===== config.mk =====
export PLATFORM = sky130hd
export DESIGN_NAME = doorbell_regbank
export DESIGN_NICKNAME = d
export VERILOG_FILES = /design/src/rtl/dbrb_pkg.sv /design/src/rtl/dbrb_decode.sv /design/src/rtl/dbrb_initfsm.sv /design/src/rtl/doorbell_regbank.sv
export SDC_FILE = /design/constraint.sdc
export NUM_CORES = 1
export LEC_CHECK = 0
export BUFFER_PORTS_ARGS = -buffer_cell sky130_fd_sc_hd__clkbuf_2
export CORE_MARGIN = 10
export CORE_UTILIZATION = 25
export DETAILED_ROUTE_END_ITERATION = 7
export PLACE_DENSITY = 0.52
export SYNTH_ARGS = -nofsm -noshare
export SYNTH_HDL_FRONTEND = slang
export SYNTH_SLANG_ARGS = --single-unit

===== constraint.sdc =====
create_clock -name clk -period 3.16 [get_ports clk]
set_input_delay 0.632 -clock clk [delete_from_list [all_inputs] [get_ports clk]]
set_output_delay 0.632 -clock clk [all_outputs]
set_load 0.05 [all_outputs]

===== src/rtl/dbrb_pkg.sv =====
`timescale 1ns/1ps
package dbrb_pkg;
    localparam int unsigned DATA_W    = 32;
    localparam int unsigned WIN_BYTES = 'h600;

    // Register offsets
    localparam int unsigned OFF_IRQ_STAT = 'h208;
    localparam int unsigned OFF_IB_SET   = 'h214;
    localparam int unsigned OFF_IB_CLR   = 'h218;
    localparam int unsigned OFF_OB_SET   = 'h224;
    localparam int unsigned OFF_OB_CLR   = 'h228;
    localparam int unsigned OFF_MSK_SET  = 'h22C;
    localparam int unsigned OFF_MSK_CLR  = 'h230;
    localparam int unsigned OFF_MB_LO    = 'h510;
    localparam int unsigned OFF_MB_HI    = 'h514;
    localparam int unsigned OFF_CMD      = 'h518;

    // Bit positions
    localparam int unsigned B_LO   = 24;  // hardware mailbox: full / new / status
    localparam int unsigned B_HI   = 25;  // ack, init busy, memory mailbox status
    localparam int unsigned B_GEN  = 26;
    localparam int unsigned B_RST  = 27;
    localparam int unsigned B_MMB  = 28;
    localparam int unsigned B_ERR  = 29;

    typedef enum logic [0:0] {
        ST_INIT  = 1'b0,
        ST_READY = 1'b1
    } init_state_e;

    typedef enum logic [2:0] {
        RS_NONE, RS_IRQ_STAT, RS_IB, RS_OB, RS_MSK, RS_MB_LO, RS_CMD
    } rd_sel_e;

    typedef struct packed {
        logic ib_set;
        logic ib_clr;
        logic ob_clr;
        logic msk_set;
        logic msk_clr;
        logic mb_lo;
        logic mb_hi;
    } wr_sel_t;
endpackage


===== src/rtl/dbrb_decode.sv =====
`timescale 1ns/1ps
module dbrb_decode
    import dbrb_pkg::*;
#(
    parameter int unsigned ADDR_W = 11
) (
    input  logic              wr_en,
    input  logic [ADDR_W-1:0] addr,
    output wr_sel_t           wsel,
    output rd_sel_e           rsel
);
    localparam logic [ADDR_W-1:0] A_IRQ_STAT = ADDR_W'(OFF_IRQ_STAT);
    localparam logic [ADDR_W-1:0] A_IB_SET   = ADDR_W'(OFF_IB_SET);
    localparam logic [ADDR_W-1:0] A_IB_CLR   = ADDR_W'(OFF_IB_CLR);
    localparam logic [ADDR_W-1:0] A_OB_SET   = ADDR_W'(OFF_OB_SET);
    localparam logic [ADDR_W-1:0] A_OB_CLR   = ADDR_W'(OFF_OB_CLR);
    localparam logic [ADDR_W-1:0] A_MSK_SET  = ADDR_W'(OFF_MSK_SET);
    localparam logic [ADDR_W-1:0] A_MSK_CLR  = ADDR_W'(OFF_MSK_CLR);
    localparam logic [ADDR_W-1:0] A_MB_LO    = ADDR_W'(OFF_MB_LO);
    localparam logic [ADDR_W-1:0] A_MB_HI    = ADDR_W'(OFF_MB_HI);
    localparam logic [ADDR_W-1:0] A_CMD      = ADDR_W'(OFF_CMD);

    always_comb begin
        wsel         = '0;
        wsel.ib_set  = wr_en && (addr == A_IB_SET);
        wsel.ib_clr  = wr_en && (addr == A_IB_CLR);
        wsel.ob_clr  = wr_en && (addr == A_OB_CLR);
        wsel.msk_set = wr_en && (addr == A_MSK_SET);
        wsel.msk_clr = wr_en && (addr == A_MSK_CLR);
        wsel.mb_lo   = wr_en && (addr == A_MB_LO);
        wsel.mb_hi   = wr_en && (addr == A_MB_HI);
    end

    always_comb begin
        if      (addr == A_IRQ_STAT) rsel = RS_IRQ_STAT;
        else if (addr == A_IB_SET)   rsel = RS_IB;
        else if (addr == A_OB_SET)   rsel = RS_OB;
        else if (addr == A_MSK_SET)  rsel = RS_MSK;
        else if (addr == A_MB_LO)    rsel = RS_MB_LO;
        else if (addr == A_CMD)      rsel = RS_CMD;
        else                         rsel = RS_NONE;
    end
endmodule


===== src/rtl/dbrb_initfsm.sv =====
`timescale 1ns/1ps
module dbrb_initfsm
    import dbrb_pkg::*;
#(
    parameter int unsigned INIT_CYCLES = 8
) (
    input  logic clk,
    input  logic rst_n,
    input  logic restart,
    output logic busy
);
    localparam int unsigned CNT_W = (INIT_CYCLES > 1) ? $clog2(INIT_CYCLES) : 1;
    localparam logic [CNT_W-1:0] CNT_LOAD = CNT_W'(INIT_CYCLES - 1);

    init_state_e      state_q, state_d;
    logic [CNT_W-1:0] cnt_q, cnt_d;

    // Next state: RESTART from any state, INIT_DONE when the count runs out
    always_comb begin
        state_d = state_q;
        cnt_d   = cnt_q;
        if (restart) begin
            state_d = ST_INIT;
            cnt_d   = CNT_LOAD;
        end else begin
            unique case (state_q)
                ST_INIT: begin
                    if (cnt_q == '0) state_d = ST_READY;
                    else             cnt_d   = cnt_q - 1'b1;
                end
                ST_READY: ;
            endcase
        end
    end

    // State register
    always_ff @(posedge clk or negedge rst_n) begin
        if (!rst_n) begin
            state_q <= ST_INIT;
            cnt_q   <= CNT_LOAD;
        end else begin
            state_q <= state_d;
            cnt_q   <= cnt_d;
        end
    end

    // Outputs
    always_comb begin
        busy = (state_q == ST_INIT);
    end
endmodule


===== src/rtl/doorbell_regbank.sv =====
`timescale 1ns/1ps
module doorbell_regbank
    import dbrb_pkg::*;
#(
    parameter int unsigned ADDR_W      = 11,
    parameter int unsigned INIT_CYCLES = 8
) (
    input  logic              clk,
    input  logic              rst_n,
    input  logic              wr_en,
    input  logic [ADDR_W-1:0] addr,
    input  logic [31:0]       wdata,
    output logic [31:0]       rdata,
    input  logic              dev_hmb_consume,
    input  logic              dev_hmb_status_set,
    input  logic              dev_mmb_status_set,
    input  logic [15:0]       dev_cmd_id,
    input  logic [15:0]       dev_cmd_status,
    input  logic              dev_err_post,
    input  logic [7:0]        dev_err_code,
    input  logic [7:0]        dev_err_p0,
    input  logic [7:0]        dev_err_p1,
    output logic              hmb_full,
    output logic              hmb_ack_pulse,
    output logic              gen_int_pulse,
    output logic              mmb_new_pulse,
    output logic              init_busy,
    output logic [63:0]       mbox_addr,
    output logic              irq
);
    wr_sel_t    wsel;
    rd_sel_e    rsel;
    logic       ctl_rst;
    logic [1:0] ob_q, mask_q, ob_set, ob_clr, msk_set, msk_clr;
    logic       err_pend_q, err_retire;
    logic [7:0] err_code_q, err_p0_q, err_p1_q;
    logic [31:0] cmd_word_q;

    dbrb_decode #(.ADDR_W(ADDR_W)) u_dec (
        .wr_en (wr_en),
        .addr  (addr),
        .wsel  (wsel),
        .rsel  (rsel)
    );

    dbrb_initfsm #(.INIT_CYCLES(INIT_CYCLES)) u_init (
        .clk     (clk),
        .rst_n   (rst_n),
        .restart (ctl_rst),
        .busy    (init_busy)
    );

    assign ctl_rst    = wsel.ib_set & wdata[B_RST];
    assign ob_set     = {dev_mmb_status_set, dev_hmb_status_set};
    assign ob_clr     = wsel.ob_clr  ? wdata[B_HI:B_LO] : 2'b00;
    assign msk_set    = wsel.msk_set ? wdata[B_HI:B_LO] : 2'b00;
    assign msk_clr    = wsel.msk_clr ? wdata[B_HI:B_LO] : 2'b00;
    assign err_retire = wsel.ob_clr & wdata[B_HI] & wdata[B_LO];

    // Doorbell, mask and error state
    always_ff @(posedge clk or negedge rst_n) begin
        if (!rst_n) begin
            hmb_full   <= 1'b0;
            ob_q       <= 2'b00;
            mask_q     <= 2'b11;
            err_pend_q <= 1'b0;
            err_code_q <= '0;
            err_p0_q   <= '0;
            err_p1_q   <= '0;
        end else begin
            mask_q <= (mask_q & ~msk_clr) | msk_set;
            if (ctl_rst) begin
                hmb_full   <= 1'b0;
                ob_q       <= 2'b00;
                err_pend_q <= 1'b0;
                err_code_q <= '0;
                err_p0_q   <= '0;
                err_p1_q   <= '0;
            end else begin
                if (wsel.ib_set && wdata[B_LO]) hmb_full <= 1'b1;
                else if (dev_hmb_consume)       hmb_full <= 1'b0;
                ob_q <= (ob_q & ~ob_clr) | ob_set;
                if (dev_err_post) begin
                    err_pend_q <= 1'b1;
                    err_code_q <= dev_err_code;
                    err_p0_q   <= dev_err_p0;
                    err_p1_q   <= dev_err_p1;
                end else if (err_retire) begin
                    err_pend_q <= 1'b0;
                    err_code_q <= '0;
                    err_p0_q   <= '0;
                    err_p1_q   <= '0;
                end
            end
        end
    end

    // Mailbox address, completion word and strobes
    always_ff @(posedge clk or negedge rst_n) begin
        if (!rst_n) begin
            mbox_addr     <= '0;
            cmd_word_q    <= '0;
            hmb_ack_pulse <= 1'b0;
            gen_int_pulse <= 1'b0;
            mmb_new_pulse <= 1'b0;
        end else begin
            if (wsel.mb_lo) mbox_addr[31:0]  <= wdata;
            if (wsel.mb_hi) mbox_addr[63:32] <= wdata;
            if (dev_hmb_status_set) cmd_word_q <= {dev_cmd_status, dev_cmd_id};
            hmb_ack_pulse <= wsel.ib_clr & wdata[B_HI];
            gen_int_pulse <= wsel.ib_set & wdata[B_GEN];
            mmb_new_pulse <= wsel.ib_set & wdata[B_MMB];
        end
    end

    assign irq = |(ob_q & ~mask_q);

    always_comb begin
        rdata = '0;
        unique case (rsel)
            RS_IRQ_STAT: rdata[B_HI:B_LO] = ob_q & ~mask_q;
            RS_IB: begin
                rdata[B_LO] = hmb_full;
                rdata[B_HI] = init_busy;
            end
            RS_OB: begin
                rdata[B_HI:B_LO] = ob_q;
                rdata[B_ERR]     = err_pend_q;
                rdata[7:0]       = err_code_q;
            end
            RS_MSK:   rdata[B_HI:B_LO] = mask_q;
            RS_MB_LO: rdata[15:0]      = {err_p1_q, err_p0_q};
            RS_CMD:   rdata            = cmd_word_q;
            RS_NONE:  rdata            = '0;
        endcase
    end
endmodule


==> results.json, run 1 <==
{
  "post-dp-hpwl_mm": 13.4,
  "synth_top_area_share_pct": 54.7,
  "setup_tns_ns": 0,
  "area_growth_pct": 44.0,
  "core-area_sq_um": 22800,
  "min_period_ns": 3.00,
  "yosysWarnings": 0,
  "fin_worst_skew_ns": 0.000272,
  "synth-compound-area-share_pct": 3.80,
  "viasPerCell": 4.31,
  "crit_fanout": 5,
  "async_flop_share_pct": 100,
  "max_cap_viol_count": 0,
  "switching_share_pct": 23.9,
  "grt_pass1_vias": 4559,
  "syn_nets": 534,
  "crit_chain": "clkbuf_2 > or4b_1 > buf_4 > nor2_1 > a311o_1 > buf_12",
  "gr-total-overflow": 0,
  "postSynthCellCount": 426,
  "firstDrtPassIters": 4,
  "synth_top_family_by_area": "multiplexers",
  "internal_power_mw": 3.18,
  "numCtsBuffers": 17,
  "cp.required_ns": 2.53,
  "maxSlewViolCount": 0,
  "p_leak_nw": 4.28,
  "route.vias.total": 4198,
  "start_util_pct": 25.6,
  "synth_cell_types": 46,
  "max_stage_delay_ns": 0.64,
  "ant_nets": 0,
  "end_kind": "output port",
  "worstReg2RegEnd": "u_init.cnt_q[1]",
  "wirelength_mm": 18.0,
  "reg2reg_depth": 5,
  "ys_seq_area_share_pct": 56.9,
  "p_switching_mw": 0.996,
  "num_io_pins": 208,
  "cts_hold_buffers": 0,
  "core.rowCount": 55,
  "drt_iter0_markers": 177,
  "die-area_sq_um": 30000,
  "synth_edf_count": 0,
  "postCtsSetupRepairBufs": 0,
  "regToRegSetupSlack_ns": 1.59,
  "syn_avg_cell_area_sq_um": 13.8,
  "worst-setup-path-type": "input port to output port",
  "r2r_start": "u_init.cnt_q[0]",
  "multi_input_area_sq_um": 2380,
  "drcViolationCount": 0,
  "fin_cells": 975,
  "rsz0062_at_grt": "false",
  "placed_cells": 942,
  "ys_seq_elements": 133,
  "drive_gt1_share_pct": 55.8,
  "slowest_stage": "or4b_1",
  "vdd_drop_max_mv": 0.290,
  "die_w_um": 173,
  "port_buffers": 207,
  "clkPwrFrac_pct": 48.8,
  "clock-sinks": 133,
  "ff_latch_area_sq_um": 3330,
  "synth_area_leaders": "dfrtp_1, mux2_2, mux2_4",
  "synth-simple-area-share_pct": 10.7,
  "synthMuxAreaShare_pct": 25.0,
  "track_usage_pct": 12.2,
  "max-slew-margin-rel_pct": 36.3,
  "p_per_area_nw_per_um2": 495,
  "syn-cell-area_sq_um": 5860,
  "clkSlewWorstSetupHoldPaths_ns": 0.06,
  "fin_nets": 756,
  "cts_resized": 0,
  "grt_pass1_wl_mm": 28.7,
  "grt_max_degree": 66,
  "synthAdderAreaFrac_pct": 0.427,
  "place.gp.congestion": 0.771,
  "clockBufferDepth": 2,
  "cts-htree-levels": 4,
  "fmax_mhz": 333,
  "synth_ff_type": "dfrtp_1",
  "synth_area_leader_cell": "dfrtp_1",
  "die_h_um": 173,
  "grt_antenna_before_repair": 2,
  "comb_power_share_pct": 7.3,
  "worst_pin_slew_ns": 0.956,
  "fillers": 2256,
  "worstPathArrival_ns": 2.37,
  "wire_per_inst_um": 18.5,
  "clock_latency_ns": 0.41,
  "setup_viol": 0,
  "cts_tree": "yes",
  "status": "completed",
  "period_share_pct": 95.0,
  "hold_violations": 0,
  "root_buffer": "clkbuf_16",
  "start_kind": "input port",
  "seqPwrFrac_pct": 43.9,
  "synth_xor_xnor_area_share_pct": 0.150,
  "hp-class": "input port to async pin"
}
## cell usage after synthesis, drive strengths merged (5+ instances only)
master	number
nand2	19
dfstp	5
buf	12
a21oi	5
a22oi	6
clkbuf	11
inv	6
mux2	96
mux2i	27
nor2	32
a22o	10
dfrtp	128
and2	16
nor4	6
nand3	8
## cells by family after synthesis
| kind of cell | after synthesis |
|---|---|
| AND/OR/NAND/NOR | 110 |
| multiplexers | 123 |
| XOR/XNOR | 1 |
| adder cells (fa/ha/maj) | 2 |
| AO/OA/AOI/OAI | 28 |
| buffers and inverters | 29 |
| flip-flops | 133 |
## metal layers
layer / GRT usage, % / vias to the layer above / part of all wire (%)
met4: 2.69 / 2 / 0.64
met5: 0 / - / 0.072
met1: 15.0 / 2032 / 45
met2: 18.2 / 183 / 43
met3: 6.99 / 13 / 11
li1: - / 1968 / -
## power groups by stage
stage	combinational (mW)	clock, mW	sequential, mW
after global routing	0.338	2.20	1.84
after floorplan	0.130	0	1.87
final	0.303	2.03	1.83
after global placement	0.304	0	1.87
after CTS	0.311	2.12	1.83
after detailed placement	0.311	0	1.86
## through the flow
step / cell area [sq um] / setup slack (ns) / power (mW) / hold WS (ns) / utilization, %
2_1_floorplan: 5870 / 0.00346 / 2.00 / 0.336 / -
3_3_place_gp: 7830 / 0.179 / 2.17 / 0.474 / 34.3
3_5_place_dp: 7830 / 0.158 / 2.17 / 0.480 / 34.3
4_1_cts: 8430 / 0.158 / 4.27 / 0.221 / 36.9
5_1_grt: 8430 / 0.0981 / 4.38 / 0.232 / 36.9
6_report: 8430 / 0.159 / 4.17 / 0.204 / 36.9
## cell type report
class	instances	area share [%]
well taps	313	4.64
flip-flops and latches	133	39.5
inverters	6	0.267
diodes	1	0.0297
clock buffers	17	5.04
multi-input cells	264	28.2
clock inverters	15	2.11
repair buffers	226	20.2
## registers in the layout, indices dropped and copies added (netlist names), 2 cells and up
signal,flops
err_p0_q,8
u_init.cnt_q,3
cmd_word_q,32
err_code_q,8
ob_q,2
err_p1_q,8
mask_q,2
mbox_addr,64
## how the worst max path moves through the flow
stage               slack [ns]         to  cells after the start  startpoint
CTS                       0.16  rdata[10]                      6     addr[5]
finish                    0.16  rdata[24]                      6     addr[5]
detailed placement        0.16  rdata[24]                      6     addr[5]
floorplan                0.003   rdata[0]                      6     addr[5]
global route               0.1  rdata[24]                      6     addr[5]
global placement          0.18  rdata[24]                      6     addr[5]
## worst max-delay path: cells and delay by family
family / cells / cell delay [ns]
buf+inv: 3 / 0.48
compound gates: 1 / 0.31
simple gates: 2 / 0.95
## placed cells by master (no fill, tap or decap), types with 16 or more instances in the layout
master	count
clkbuf_2	174
dfrtp_1	128
mux2_2	65
buf_12	35
nor2_1	32
mux2_4	30
mux2i_1	27
nand2_1	19
clkbuf_16	17
and2_1	16
buf_4	16
(Power assumes the default switching activity.)
==> run 2, diff against run 1 <==
CTS_CLUSTER_SIZE = 20   (was unset)
RECOVER_POWER = 50   (was unset)
==> run 2 against run 1 <==
  * The flow now finishes with violations (capacitance limit, slew limit)
  * First-iteration DRC count grew 9.6%
  * Non-clock buffer count is the same
  * Critical path depth is the same
  * Largest power group unchanged
  * Highest routed layer unchanged
==> results.json, run 2 (synthesis results as in run 1) <==
{
  "fin_area_sq_um": 8380,
  "cp.required_ns": 2.53,
  "hp-class": "input port to register",
  "clockBufferDepth": 2,
  "cts-htree-levels": 4,
  "worstPathArrival_ns": 2.36,
  "wire_per_inst_um": 18.5,
  "setup_ws_ns": 0.171,
  "max_cap_viol_count": 2,
  "layout_common_cells": "clkbuf_2, dfrtp_1, mux2_2, buf_12, nor2_1",
  "viasPerCell": 4.30,
  "cts_tree": "yes",
  "grt_antenna_before_repair": 2,
  "clkSlewWorstSetupHoldPaths_ns": 0.06,
  "postCtsSetupRepairBufs": 0,
  "largest_register_ffs": 64,
  "post-place-ws_ns": 0.158,
  "area_growth_pct": 43.1,
  "ff_latch_area_sq_um": 3330,
  "die_h_um": 173,
  "numCtsBuffers": 17,
  "die_w_um": 173,
  "setup_tns_ns": 0,
  "final_common_cell": "clkbuf_2",
  "rsz0062_at_grt": "false",
  "vdd_drop_max_mv": 0.291,
  "end_kind": "output port",
  "worst_pin_slew_ns": 2.05,
  "start_kind": "input port",
  "reg.largest.list": "mbox_addr: 64 flops, cmd_word_q: 32 flops",
  "place.gp.congestion": 0.771,
  "regToRegSetupSlack_ns": 1.59,
  "core-area_sq_um": 22800,
  "largest-register": "mbox_addr",
  "clock-sinks": 133,
  "grt_pass1_vias": 4559,
  "grt_pass1_wl_mm": 28.7,
  "drive_gt1_share_pct": 52.3,
  "max-slew-margin-rel_pct": -36.3,
  "worst-setup-path-type": "input port to output port",
  "clock_latency_ns": 0.41,
  "period_share_pct": 94.6,
  "failed_checks": "capacitance limit, slew limit",
  "maxSlewViolCount": 100,
  "cts_hold_buffers": 0,
  "crit_fanout": 5,
  "cts_resized": 0,
  "p_per_area_nw_per_um2": 497,
  "root_buffer": "clkbuf_16",
  "drcViolationCount": 0,
  "drt_iter0_markers": 194,
  "post-dp-hpwl_mm": 13.4,
  "fmax_mhz": 335,
  "dpl_cell_area_sq_um": 7830,
  "hold_violations": 0,
  "route.vias.total": 4191,
  "ant_nets": 0,
  "track_usage_pct": 12.2,
  "setup_viol": 0,
  "core.rowCount": 55,
  "fin_worst_skew_ns": 0.000272,
  "wirelength_mm": 18.1,
  "status": "finished with violations",
  "grt_max_degree": 66,
  "p_leak_nw": 4.20,
  "firstDrtPassIters": 4,
  "num_io_pins": 208,
  "die-area_sq_um": 30000,
  "gr-total-overflow": 0,
  "min_period_ns": 2.99,
  "port_buffers": 207,
  "fin_nets": 756,
  "fillers": 2267,
  "power_mw": 4.17,
  "multi_input_area_sq_um": 2370,
  "start_util_pct": 25.6
}
==> run 2: layer usage <==
metal	share of wire, %	vias to the layer above	global-route usage, %
met4	0.64	2	2.69
met1	45	2040	15.0
met3	11	13	6.99
met5	0.072	-	0
met2	44	167	18.2
li1	-	1969	-
==> run 2: where the power goes <==
group	total, mW	switching, mW	leakage, nW	internal (mW)
Clock	2.04	0.789	0.294	1.25
Sequential	1.83	0.0451	1.69	1.79
Combinational	0.300	0.162	2.22	0.137
Total	4.17	0.997	4.20	3.17
==> run 2: cell type report <==
type | count | share of cell area [%]
multi-input combinational | 264 | 28.3
sequential | 133 | 39.8
antenna | 1 | 0.0299
tap | 313 | 4.67
clock buffer | 17 | 5.08
clock inverter | 15 | 2.12
inverter | 6 | 0.269
timing repair buffer | 226 | 19.8
==> run 2: path summary, 6_finish.rpt <==
path,startpoint,to,cells after the start
setup / recovery,addr[5],rdata[24],6
hold / removal,dev_mmb_status_set,ob_q[1],3
setup reg to reg,u_init.cnt_q[0],u_init.cnt_q[1],5
hold reg to reg,mbox_addr[8],mbox_addr[8],1
max in group asynchronous,rst_n,err_p1_q[0],2
min in group asynchronous,rst_n,mbox_addr[51],1
==> run 2: stage by stage <==
step	utilization, %	hold slack (ns)	cells
5_1_grt	36.7	0.420	974
2_1_floorplan	-	0.336	426
3_5_place_dp	34.3	0.480	942
3_3_place_gp	34.3	0.474	942
6_report	36.7	0.443	975
4_1_cts	36.9	0.221	974
==> run 2: worst max-delay path: stages <==
cell and delay [ns]:
clkbuf_2 0.11, or4b_1 0.64, buf_4 0.22, nor2_1 0.29
a311o_1 0.31, buf_12 0.15
==> run 3, diff against run 2 <==
RECOVER_POWER = unset   (was 50)
REMOVE_ABC_BUFFERS = 1   (was unset)
==> run 3 against run 2 <==
  * Clock-buffer cell count is 6 higher
  * Cell count shrank 0.41%
  * Sequential cell count unchanged
  * Non-clock buffer count down 2
  * The run now ends clean
  * Hold slack lost 0.26 ns
  * Highest routed layer is now met4
==> results.json, run 3 (synthesis results as in run 1) <==
{
  "status": "completed",
  "dpl_cell_area_sq_um": 7790,
  "antenna_cells": 0,
  "clockBufferDepth": 2,
  "grt_max_degree": 64,
  "seqPwrFrac_pct": 43.8,
  "clock-sinks": 133,
  "hp-class": "input port to async pin",
  "min_period_ns": 3.00,
  "post-place-ws_ns": 0.182,
  "start_kind": "input port",
  "vdd_drop_max_mv": 0.319,
  "core.rowCount": 55,
  "end_kind": "output port",
  "largest_register_ffs": 64,
  "rsz0062_at_grt": "false",
  "postCtsSetupRepairBufs": 0,
  "fin_cells": 971,
  "period_share_pct": 94.8,
  "cts_hold_buffers": 0,
  "route.vias.total": 4196,
  "viasPerCell": 4.32,
  "hold_violations": 0,
  "track_usage_pct": 11.6,
  "numCtsBuffers": 17,
  "power_mw": 4.18,
  "fin_worst_skew_ns": 0.00152,
  "place.gp.congestion": 0.792,
  "gr-total-overflow": 0,
  "reg.largest.list": "mbox_addr: 64 flops, cmd_word_q: 32 flops",
  "firstDrtPassIters": 4,
  "cts_tree": "yes",
  "post-dp-hpwl_mm": 12.9,
  "die_h_um": 173,
  "worst-setup-path-type": "input port to output port",
  "die_w_um": 173,
  "drive_gt1_share_pct": 54.6,
  "slowest_stage": "or4b_1",
  "maxSlewViolCount": 0,
  "switching_share_pct": 22.8,
  "worst_pin_slew_ns": 0.971,
  "ant_nets": 0,
  "max_stage_delay_ns": 0.69,
  "wire_per_inst_um": 17.9,
  "max_cap_viol_count": 0,
  "final_common_cell": "clkbuf_2",
  "p_per_area_nw_per_um2": 498,
  "drcViolationCount": 0,
  "internal_power_mw": 3.23,
  "port_buffers": 207,
  "grt_pass1_wl_mm": 27.3,
  "clock_latency_ns": 0.41,
  "max-slew-margin-rel_pct": 35.2,
  "comb_power_share_pct": 7.2,
  "area_growth_pct": 43.2,
  "crit_fanout": 16,
  "root_buffer": "clkbuf_16",
  "p_leak_nw": 4.25,
  "setup_viol": 0,
  "fin_area_sq_um": 8390,
  "num_io_pins": 208,
  "start_util_pct": 25.6,
  "drt_iter0_markers": 234,
  "hold_slack_ns": 0.186,
  "clkSlewWorstSetupHoldPaths_ns": 0.06,
  "cp.required_ns": 2.53,
  "fin_nets": 754,
  "grt_pass1_vias": 4513,
  "setup_ws_ns": 0.164,
  "cts-htree-levels": 4,
  "worstPathArrival_ns": 2.36,
  "core-area_sq_um": 22800,
  "wirelength_mm": 17.4,
  "p_switching_mw": 0.953,
  "grt_antenna_before_repair": 0,
  "largest-register": "mbox_addr",
  "fmax_mhz": 334,
  "cts_resized": 0,
  "clkPwrFrac_pct": 49.0,
  "die-area_sq_um": 30000,
  "cpMostUsedCell": "buf_12",
  "fillers": 2309,
  "placed_cells": 940,
  "crit_chain": "clkbuf_2 > or4b_1 > nor4_4 > buf_12 > a22o_1 > buf_12",
  "layout_common_cells": "clkbuf_2, dfrtp_1, mux2_2, buf_12, nor2_1"
}
run 3: changes by cell type in the layout (fill, tap and decap cells not counted), moves of 2 or more:
cell and change:
clkbuf_8 +3, clkbuf_1 -19, a22o_1 +2, a22o_2 -2, inv_6 -4, clkbuf_2 +19, nand3_1 +2, nand3_2 -2
clkinv_2 -2
run 3: layout make-up:
type / count / area, sq um / area share (%)
multi-input cells: 264 / 2370 / 28.3
clock buffers: 23 / 478 / 5.70
inverters: 6 / 22.5 / 0.268
well taps: 313 / 392 / 4.67
repair buffers: 224 / 1670 / 19.9
flip-flops and latches: 133 / 3330 / 39.7
clock inverters: 8 / 124 / 1.48
run 3: worst max-delay path: cells and delay by family:
kind / cells / cell delay [ns]
buf+inv: 3 / 0.45
compound gates: 1 / 0.21
simple gates: 2 / 1.05
run 3: routing by layer:
metal  GRT usage (%)  vias to the layer above  routed length, um
li1                -                     1953                  -
met1            13.5                     2099               7140
met2            19.4                      127               8780
met3            4.05                       17               1130
met4            4.38                        0                316
met5               0                        -                  0
run 3: worst paths after layout:
| kind | startpoint | endpoint | slack, ns | cells past startpoint |
|---|---|---|---|---|
| max in group asynchronous | rst_n | err_code_q[1] | 2.21 | 2 |
| hold / removal | rst_n | mbox_addr[22] | 0.19 | 1 |
| min in group clk | dev_cmd_status[13] | cmd_word_q[29] | 0.45 | 2 |
| setup / recovery | addr[5] | rdata[11] | 0.16 | 6 |
| hold reg to reg | mbox_addr[8] | mbox_addr[8] | 0.49 | 1 |
| setup reg to reg | u_init.cnt_q[0] | u_init.cnt_q[1] | 1.61 | 5 |
run 3: power by group through the flow:
stage	Sequential [mW]	Clock [mW]	Combinational, mW
after floorplan	1.87	0	0.113
after global placement	1.86	0	0.304
after detailed placement	1.86	0	0.309
after CTS	1.83	2.11	0.310
after global routing	1.84	2.19	0.338
final	1.83	2.05	0.302
run 3: per-stage QoR:
step / utilization, % / setup TNS (ns)
after CTS: 36.7 / 0
after floorplan: - / -25.68
after global routing: 36.7 / 0
after global placement: 34.1 / 0
final: 36.7 / 0
after detailed placement: 34.1 / 0
